===== config.mk =====
export PLATFORM = sky130hd
export DESIGN_NAME = stream_rewriter
export DESIGN_NICKNAME = d
export VERILOG_FILES = /design/src/rtl/stream_rewriter.sv
export SDC_FILE = /design/constraint.sdc
export NUM_CORES = 1
export LEC_CHECK = 0
export BUFFER_PORTS_ARGS = -buffer_cell sky130_fd_sc_hd__buf_2
export CAP_MARGIN = 10
export CORE_MARGIN = 2
export CORE_UTILIZATION = 40
export CTS_CLUSTER_SIZE = 14
export DETAILED_ROUTE_END_ITERATION = 16
export HOLD_SLACK_MARGIN = 0.08
export SLEW_MARGIN = 20
export SYNTH_ARGS = -nofsm -noshare
export SYNTH_HDL_FRONTEND = slang
export SYNTH_SLANG_ARGS = --single-unit

===== constraint.sdc =====
create_clock -name clk -period 2.9 [get_ports clk]
set_clock_uncertainty 0.15 [all_clocks]
set_input_delay 0 -clock clk [delete_from_list [all_inputs] [get_ports clk]]
set_output_delay 0 -clock clk [all_outputs]
set_load 0.005 [all_outputs]

===== src/rtl/stream_rewriter.sv =====
module stream_rewriter #(
  parameter logic [7:0] FILL_CHAR = 8'h79
) (
  input  logic       clk,
  input  logic       rst_n,
  input  logic       s_valid,
  output logic       s_ready,
  input  logic [7:0] s_data,
  output logic       m_valid,
  input  logic       m_ready,
  output logic [7:0] m_data
);

  typedef enum logic [2:0] {
    ST_PASS, ST_SWAP, ST_DEL, ST_PRE, ST_POST, ST_VSEEN
  } state_t;

  state_t     st, n_st;
  logic       cur_v, o_v;
  logic [7:0] cur_d, o_d, stop_ch, n_stop, emit_d;
  logic       keep, n_keep, emit, take, go;
  logic [1:0] cnt, n_cnt;

  assign go      = !o_v || m_ready;
  assign s_ready = !cur_v || take;
  assign m_valid = o_v;
  assign m_data  = o_d;

  always_comb begin
    n_st   = st;
    n_stop = stop_ch;
    n_keep = keep;
    n_cnt  = cnt;
    emit   = 1'b0;
    emit_d = cur_d;
    take   = 1'b0;
    if (go) begin
      if (st == ST_POST) begin
        emit   = 1'b1;
        emit_d = FILL_CHAR;
        n_cnt  = cnt - 2'd1;
        if (cnt == 2'd1) n_st = ST_PASS;
      end else if (cur_v) begin
        case (st)
          ST_SWAP: begin
            take = 1'b1;
            if (cur_d == stop_ch) begin
              emit = keep;
              n_st = ST_PASS;
            end else begin
              emit   = 1'b1;
              emit_d = FILL_CHAR;
            end
          end
          ST_DEL: begin
            take = 1'b1;
            if (cur_d == stop_ch) begin
              emit = keep;
              n_st = ST_PASS;
            end
          end
          ST_PRE: begin
            emit = 1'b1;
            if (cnt != 2'd0) begin
              emit_d = FILL_CHAR;
              n_cnt  = cnt - 2'd1;
            end else begin
              take = 1'b1;
              n_st = ST_PASS;
            end
          end
          default: begin
            if (st == ST_VSEEN && cur_d == 8'h57) begin
              emit   = 1'b1;
              emit_d = FILL_CHAR;
              n_st   = ST_PRE;
              n_cnt  = 2'd2;
            end else begin
              n_st = ST_PASS;
              take = 1'b1;
              emit = 1'b1;
              case (cur_d)
                8'h41: begin n_st = ST_SWAP; n_stop = 8'h42; n_keep = 1'b1; end
                8'h43: begin n_st = ST_SWAP; n_stop = 8'h44; n_keep = 1'b1; emit = 1'b0; end
                8'h45: begin n_st = ST_SWAP; n_stop = 8'h46; n_keep = 1'b0; end
                8'h47: begin n_st = ST_SWAP; n_stop = 8'h48; n_keep = 1'b0; emit = 1'b0; end
                8'h5A: emit = 1'b0;
                8'h49: begin n_st = ST_DEL; n_stop = 8'h4A; n_keep = 1'b1; end
                8'h4B: begin n_st = ST_DEL; n_stop = 8'h4C; n_keep = 1'b1; emit = 1'b0; end
                8'h4D: begin n_st = ST_DEL; n_stop = 8'h4E; n_keep = 1'b0; end
                8'h4F: begin n_st = ST_DEL; n_stop = 8'h50; n_keep = 1'b0; emit = 1'b0; end
                8'h51: begin take = 1'b0; emit_d = FILL_CHAR; n_st = ST_PRE; n_cnt = 2'd0; end
                8'h52: begin n_st = ST_POST; n_cnt = 2'd1; end
                8'h53: begin take = 1'b0; emit_d = FILL_CHAR; n_st = ST_PRE; n_cnt = 2'd2; end
                8'h54: begin n_st = ST_POST; n_cnt = 2'd3; end
                8'h55: begin n_st = ST_POST; n_cnt = 2'd3; emit = 1'b0; end
                8'h56: n_st = ST_VSEEN;
                default: ;
              endcase
            end
          end
        endcase
      end
    end
  end

  always_ff @(posedge clk or negedge rst_n) begin
    if (!rst_n) begin
      st      <= ST_PASS;
      stop_ch <= 8'h00;
      keep    <= 1'b0;
      cnt     <= 2'd0;
      cur_v   <= 1'b0;
      cur_d   <= 8'h00;
      o_v     <= 1'b0;
      o_d     <= 8'h00;
    end else begin
      st      <= n_st;
      stop_ch <= n_stop;
      keep    <= n_keep;
      cnt     <= n_cnt;
      if (s_valid && s_ready) begin
        cur_v <= 1'b1;
        cur_d <= s_data;
      end else if (take) begin
        cur_v <= 1'b0;
      end
      if (emit) begin
        o_v <= 1'b1;
        o_d <= emit_d;
      end else if (m_ready) begin
        o_v <= 1'b0;
      end
    end
  end


  out_hold_chk: assert property (@(posedge clk) disable iff (!rst_n)
    m_valid && !m_ready |=> m_valid && $stable(m_data));


  in_hold_chk: assert property (@(posedge clk) disable iff (!rst_n)
    cur_v && !s_ready |=> cur_v && $stable(cur_d));


  swap_fill_chk: assert property (@(posedge clk) disable iff (!rst_n)
    st == ST_SWAP && cur_v && go && cur_d != stop_ch |=> m_valid && m_data == FILL_CHAR);


  del_silent_chk: assert property (@(posedge clk) disable iff (!rst_n)
    st == ST_DEL && cur_v && go && cur_d != stop_ch |=> !m_valid);


  post_fill_chk: assert property (@(posedge clk) disable iff (!rst_n)
    st == ST_POST && go |=> m_valid && m_data == FILL_CHAR);

endmodule


# Word level (Yosys, flattened, before mapping)
# Cells that the tools add are included.
[op_classes]
reduce_logical = 27
mux = 43
addsub = 1
n_bitwise = 3
eq_ne = 28
[op_table]
columns = ["cell", "count"]
rows = [
  ["$eq A8 B7 Y1 const B", 16],
  ["$pmux W8 S8", 1],
  ["$mux W8", 7],
  ["$pmux W8 S3", 1],
  ["$mux W3", 6],
  ["$mux W1", 17],
  ["$reduce_or A4 Y1", 4],
  ["$pmux W3 S5", 1],
  ["$reduce_and A6 Y1", 2],
  ["$reduce_and A5 Y1", 2],
  ["$reduce_bool A2 Y1", 5],
  ["$eq A8 B8 Y1", 1],
  ["$mux W2", 4],
  ["$pmux W2 S4", 1],
  ["$reduce_bool A8 Y1", 1],
  ["$reduce_bool A7 Y1", 1],
  ["$eq A3 B2 Y1 const B", 2],
  ["$eq A3 B3 Y1 const B", 2],
  ["$ne A3 B3 Y1 const B", 2],
  ["$pmux W3 S2", 1],
  ["$reduce_or A2 Y1", 3],
  ["$reduce_or A3 Y1", 2],
  ["$reduce_or A6 Y1", 1],
  ["$ne A2 B1 Y1 const B", 2],
  ["other kinds (11)", 17],
]
[word_totals]
inputBits = 12
output_inout_bits = 10
register_bits = 32

# Logic depth before layout (Yosys ltp)
[depth]
word_depth = 11
mapped_depth = 8
ltp_nobuf = 8

# Worst setup path before layout
# Ideal clock, no wire load.
[synth_timing]
path_kind = "register to register"
from = "register cur_d[7]"
to = "register cur_d[0]"
slack_ps = 688
stages_incl_launch_ff = 7
arrival_ps = 1935
n_path_buf = 0
setup_ps = 128
path_cell_list = "dfrtp_1 nand4bb_1 a2111oi_4 a21oi_1 a21o_1 nand2_2 mux2_1"
[synth_via]
elab_chain_cells = 10
word_cells_on_any_way = 13
cone_classes = "3 x eq/ne; 6 x mux; 4 x reduce/logical"
[synth_lines]
columns = ["element", "line", "source"]
rows = [
  ["start: declaration", "20", "logic [7:0] cur_d, o_d, stop_ch, n_stop, emit_d;"],
  ["start signal: assignment", "124", "cur_d <= s_data;"],
  ["$eq A8 B7 Y1", "82", "case (cur_d)"],
  ["$reduce_or A2 Y1 (no source line)", "-", ""],
  ["$mux W1", "82", ""],
  ["$mux W1 *", "73", "if (st == ST_VSEEN && cur_d == 8'h57) begin"],
  ["$pmux W1 S2 *", "44", "case (st)"],
  ["$mux W1 *", "43", "end else if (cur_v) begin"],
  ["$mux W1 *", "38", "if (st == ST_POST) begin"],
  ["$mux W1 *", "37", "if (go) begin"],
  ["$logic_or A1 B1 Y1 *", "25", "assign s_ready = !cur_v || take;"],
  ["named net s_ready", "7", "output logic s_ready,"],
  ["$logic_and A1 B1 Y1 *", "122", "if (s_valid && s_ready) begin"],
]
# Mark *: on every way through the listed nets, which the timed path passes. The rest lies on a longest branch.
# A chain may end at the register's enable or synchronous reset.

# Final worst setup path
[layout_timing]
from = "register cur_d[0]"
to = "register o_d[1] (netlist: m_data[1])"
[layout_via]
elab_chain_cells = 8
word_cells_on_any_way = 28
cone_classes = "10 x eq/ne; 15 x mux; 3 x reduce/logical"
[layout_lines]
columns = ["element", "line", "source"]
rows = [
  ["$eq A8 B7 Y1", "82", ""],
  ["$reduce_or A6 Y1 (no source line) / $reduce_or A2 Y1 (equally long branches)", "-", ""],
  ["$mux W1 / $mux W8 (equally long branches)", "82", ""],
  ["$mux W1 / $mux W8 (equally long branches)", "73", ""],
  ["$pmux W1 S3 / $pmux W8 S3 (equally long branches)", "44", ""],
  ["$mux W1 / $mux W8 (equally long branches)", "43", ""],
  ["$mux W1 / $mux W8 (equally long branches)", "38", ""],
  ["$mux W1 / $mux W8 (equally long branches)", "37", ""],
  ["end signal: assignment", "130", "o_d <= emit_d;"],
  ["end: declaration", "20", ""],
]
# Parallel ways exist; a longest one is shown, timed or not.

==> impl_metrics.toml <==
[run_status]
status = "complete, no violations"

[logic_synthesis]
syn-cell-area_mm2 = 0.00173
synth_area_leaders = "dfrtp_1 (42%), mux2_1 (6.5%), nand2_1 (4.1%), xnor2_1 (3.5%), a21oi_1 (2.9%)"
yosysTopAreaCell = "dfrtp_1"
synth_simple_gate_area_share_pct = 20.9
synth-async-reset-ratio_pct = 100
synth_compound_area_share_pct = 18.1
yosys_warnings = 0
synthesis.nets = 188
synth-xor-area-share_pct = 4.04
synthMuxAreaShare_pct = 9.03
synthFlopType = "dfrtp_1"
synth_top_family_by_area = "simple AND/OR/NAND/NOR gates"
netlist-cell-type-count = 48
synthCells = 174
synth_adder_area_share_pct = 1.44
ys_seq_area_share_pct = 41.9
syn_area_per_cell_um2 = 9.96
yosysTopAreaCellShare_pct = 41.9
ys_ff_latch = 29
synth_edf_count = 0

[layout]
nFillCells = 378
multi_input_area_um2 = 927
final_area_mm2 = 0.00209
drive_gt1_share_pct = 20.0
antenna_cells = 0
regArea_um2 = 726
final_nets = 223
areaGrowthSynthToFinish_pct = 20.4

[setup_path]
cpMaxStageDelayCell = "dfrtp_1"
path_max_fanout = 10
worstSetupPathType = "reg -> reg"
critPathArrivalTime_ns = 2.52
crit_chain = "nor3_1, nand4_1, or3_1, a31o_1, o21ai_2, mux2_2"
startpoint_type = "flop"
slowest_delay_ns = 0.48
path_delay_family = "simple AND/OR/NAND/NOR gates"
worst_setup_path_end_kind = "flop"
cp_data_required_time_ns = 2.92
path_buf_inv = 0

[power_and_ir_drop]
ir_worst_vdd_uv = 406
power.density_mw_per_mm2 = 792
p_leak_uw = 0.000902
totalPowerFinal_uw = 1650

[cts]
htreeDepth = 2
postCtsSetupRepairBufs = 0
cts_sinks = 29
cts_hold_buf = 11
clk_pin_slew_ns = 0.07
root_buffer = "clkbuf_8"
cts_resized = 0
cts_buffers = 5
clkLatencyLatePin_ns = 0.29
cts_tree = "yes"
clock_path_buffers = 2

[die]
initial_core_util_pct = 42.4
num_rows = 23
io_pins = 22
die-area_mm2 = 0.00487
die_w_um = 69.8
die_y_um = 69.8
core-area_mm2 = 0.00409

[routing]
drc = 0
avgViaCountPerCell = 5.44
drt-total-wl_um = 3820
post_drt_wl_per_cell_um = 14.7
ant_nets = 0
dr.pass1.iters = 4
vias = 1414
drtIter0Drc = 68

[global_route]
grt_max_degree = 30
antenna_found_initial = 0
grt_pass1_wl_um = 6780
grt_pass1_vias = 1459
overflow = 0
grtUsageTotal_pct = 17.4

[placement]
portBuffers = 21
hpwl_um = 2820
placed_area_mm2 = 0.00188
gp_congestion = 0.882

[sta]
finalSetupViolCount = 0
maxSlewViolCount = 0
max_freq_mhz = 399
period_minus_slack_ns = 2.50
max_slew.worst_pin.slew_ns = 0.660
rsz0062_at_grt = "false"
hold_viol = 0
finalCritPeriodShare_pct = 86.3
finalSetupTns_ns = 0
slew_headroom_pct = 56.0

[flow_run]
maxCapViolations = 0

[min_path]
min_path_type = "in -> async"
## layout make-up
| class | instances | area share (%) |
|---|---|---|
| Sequential cell | 29 | 34.8 |
| Multi-Input combinational cell | 129 | 44.4 |
| Clock buffer | 6 | 3.96 |
| Clock inverter | 2 | 0.659 |
| Tap cell | 50 | 3.00 |
| Timing Repair Buffer | 36 | 11.8 |
| Inverter | 8 | 1.44 |
## final timing paths
check | from | end | slack [ns] | depth (start not counted)
max | cur_d[0] | m_data[1] | 0.40 | 6
min | rst_n | stop_ch[3] | 0.13 | 2
max reg2reg | cur_d[0] | m_data[1] | 0.40 | 6
min reg2reg | cnt[1] | cnt[1] | 0.33 | 2
max in group asynchronous | rst_n | m_data[3] | 2.04 | 2
min in group clk | s_data[6] | cur_d[6] | 0.31 | 3
## through the flow
| step | hold slack [ns] | cells | util [%] | setup WS [ns] |
|---|---|---|---|---|
| floorplan | -0.446 | 174 | - | 0.688 |
| detailed placement | -0.0857 | 241 | 46.0 | 0.412 |
| global placement | -0.0980 | 241 | 46.0 | 0.417 |
| global route | 0.203 | 260 | 51.1 | 0.224 |
| finish | 0.125 | 260 | 51.1 | 0.397 |
| CTS | 0.162 | 260 | 51.1 | 0.399 |
## cell families (layout without fill, tap and decap cells)
kind of cell,after synthesis,count (layout)
and+or+nand+nor,61,61
AOI/OAI and AO/OA,44,44
muxes,14,14
adders and majority gates,2,2
buffers and inverters,16,52
DFF,29,29
xor gates and xnor gates,8,8
## layout by cell type (no fill, tap or decap), types with 4 or more instances in the layout
master         Yosys  final
buf_2              4     21
dlygate4sd3_1      0     11
nand3_1            5      5
clkbuf_8           0      6
mux2_1            10     10
nand2b_1           6      6
a21oi_1           10     10
o31ai_1            4      4
or3_1              5      5
buf_4              2      4
o22a_1             4      4
inv_1              8      8
nor2b_1            5      5
o21ai_0            9      9
nand2_1           19     19
xnor2_1            7      7
dfrtp_1           29     29
nor2_1             5      5
## where the power goes
| part | switching (uW) | internal [uW] |
|---|---|---|
| registers | 137 | 535 |
| logic | 316 | 310 |
| clock network | 163 | 192 |
| total | 615 | 1040 |
## cells in the mapped netlist, types with 2 or more instances
library cell / instances
nand3_1: 5
mux2_1: 10
xnor2_1: 7
nor2_1: 5
a21o_1: 2
nor4bb_1: 3
ha_1: 2
inv_1: 8
buf_2: 4
a21oi_1: 10
o31ai_1: 4
and3b_1: 2
o21ai_0: 9
dfrtp_1: 29
buf_4: 2
nor2b_1: 5
o21ai_1: 3
nor3_1: 2
nand2b_1: 6
mux2_2: 3
o22a_1: 4
nand2_1: 19
or3_1: 5
## worst register-to-register path, delay by kind of cell, from the launching register on
kind | cells | cell delay (ns)
flip-flops | 1 | 0.48
AND/OR/NAND/NOR | 3 | 0.73
AO/OA/AOI/OAI | 2 | 0.64
multiplexers | 1 | 0.38
## metal layers
layer  routed length, um  track usage [%]
met3                 158             4.36
met1                1820             22.6
met5                   0                0
met4                  63             6.84
met2                1780             27.7
## sequential cells by signal (all words and copies together) (netlist names)
register	count
cur_d	8
cur_v	1
m_data	8
cnt	2
stop_ch	5
st	3
keep	1
m_valid	1
Power figures use the tool's default switching activity.
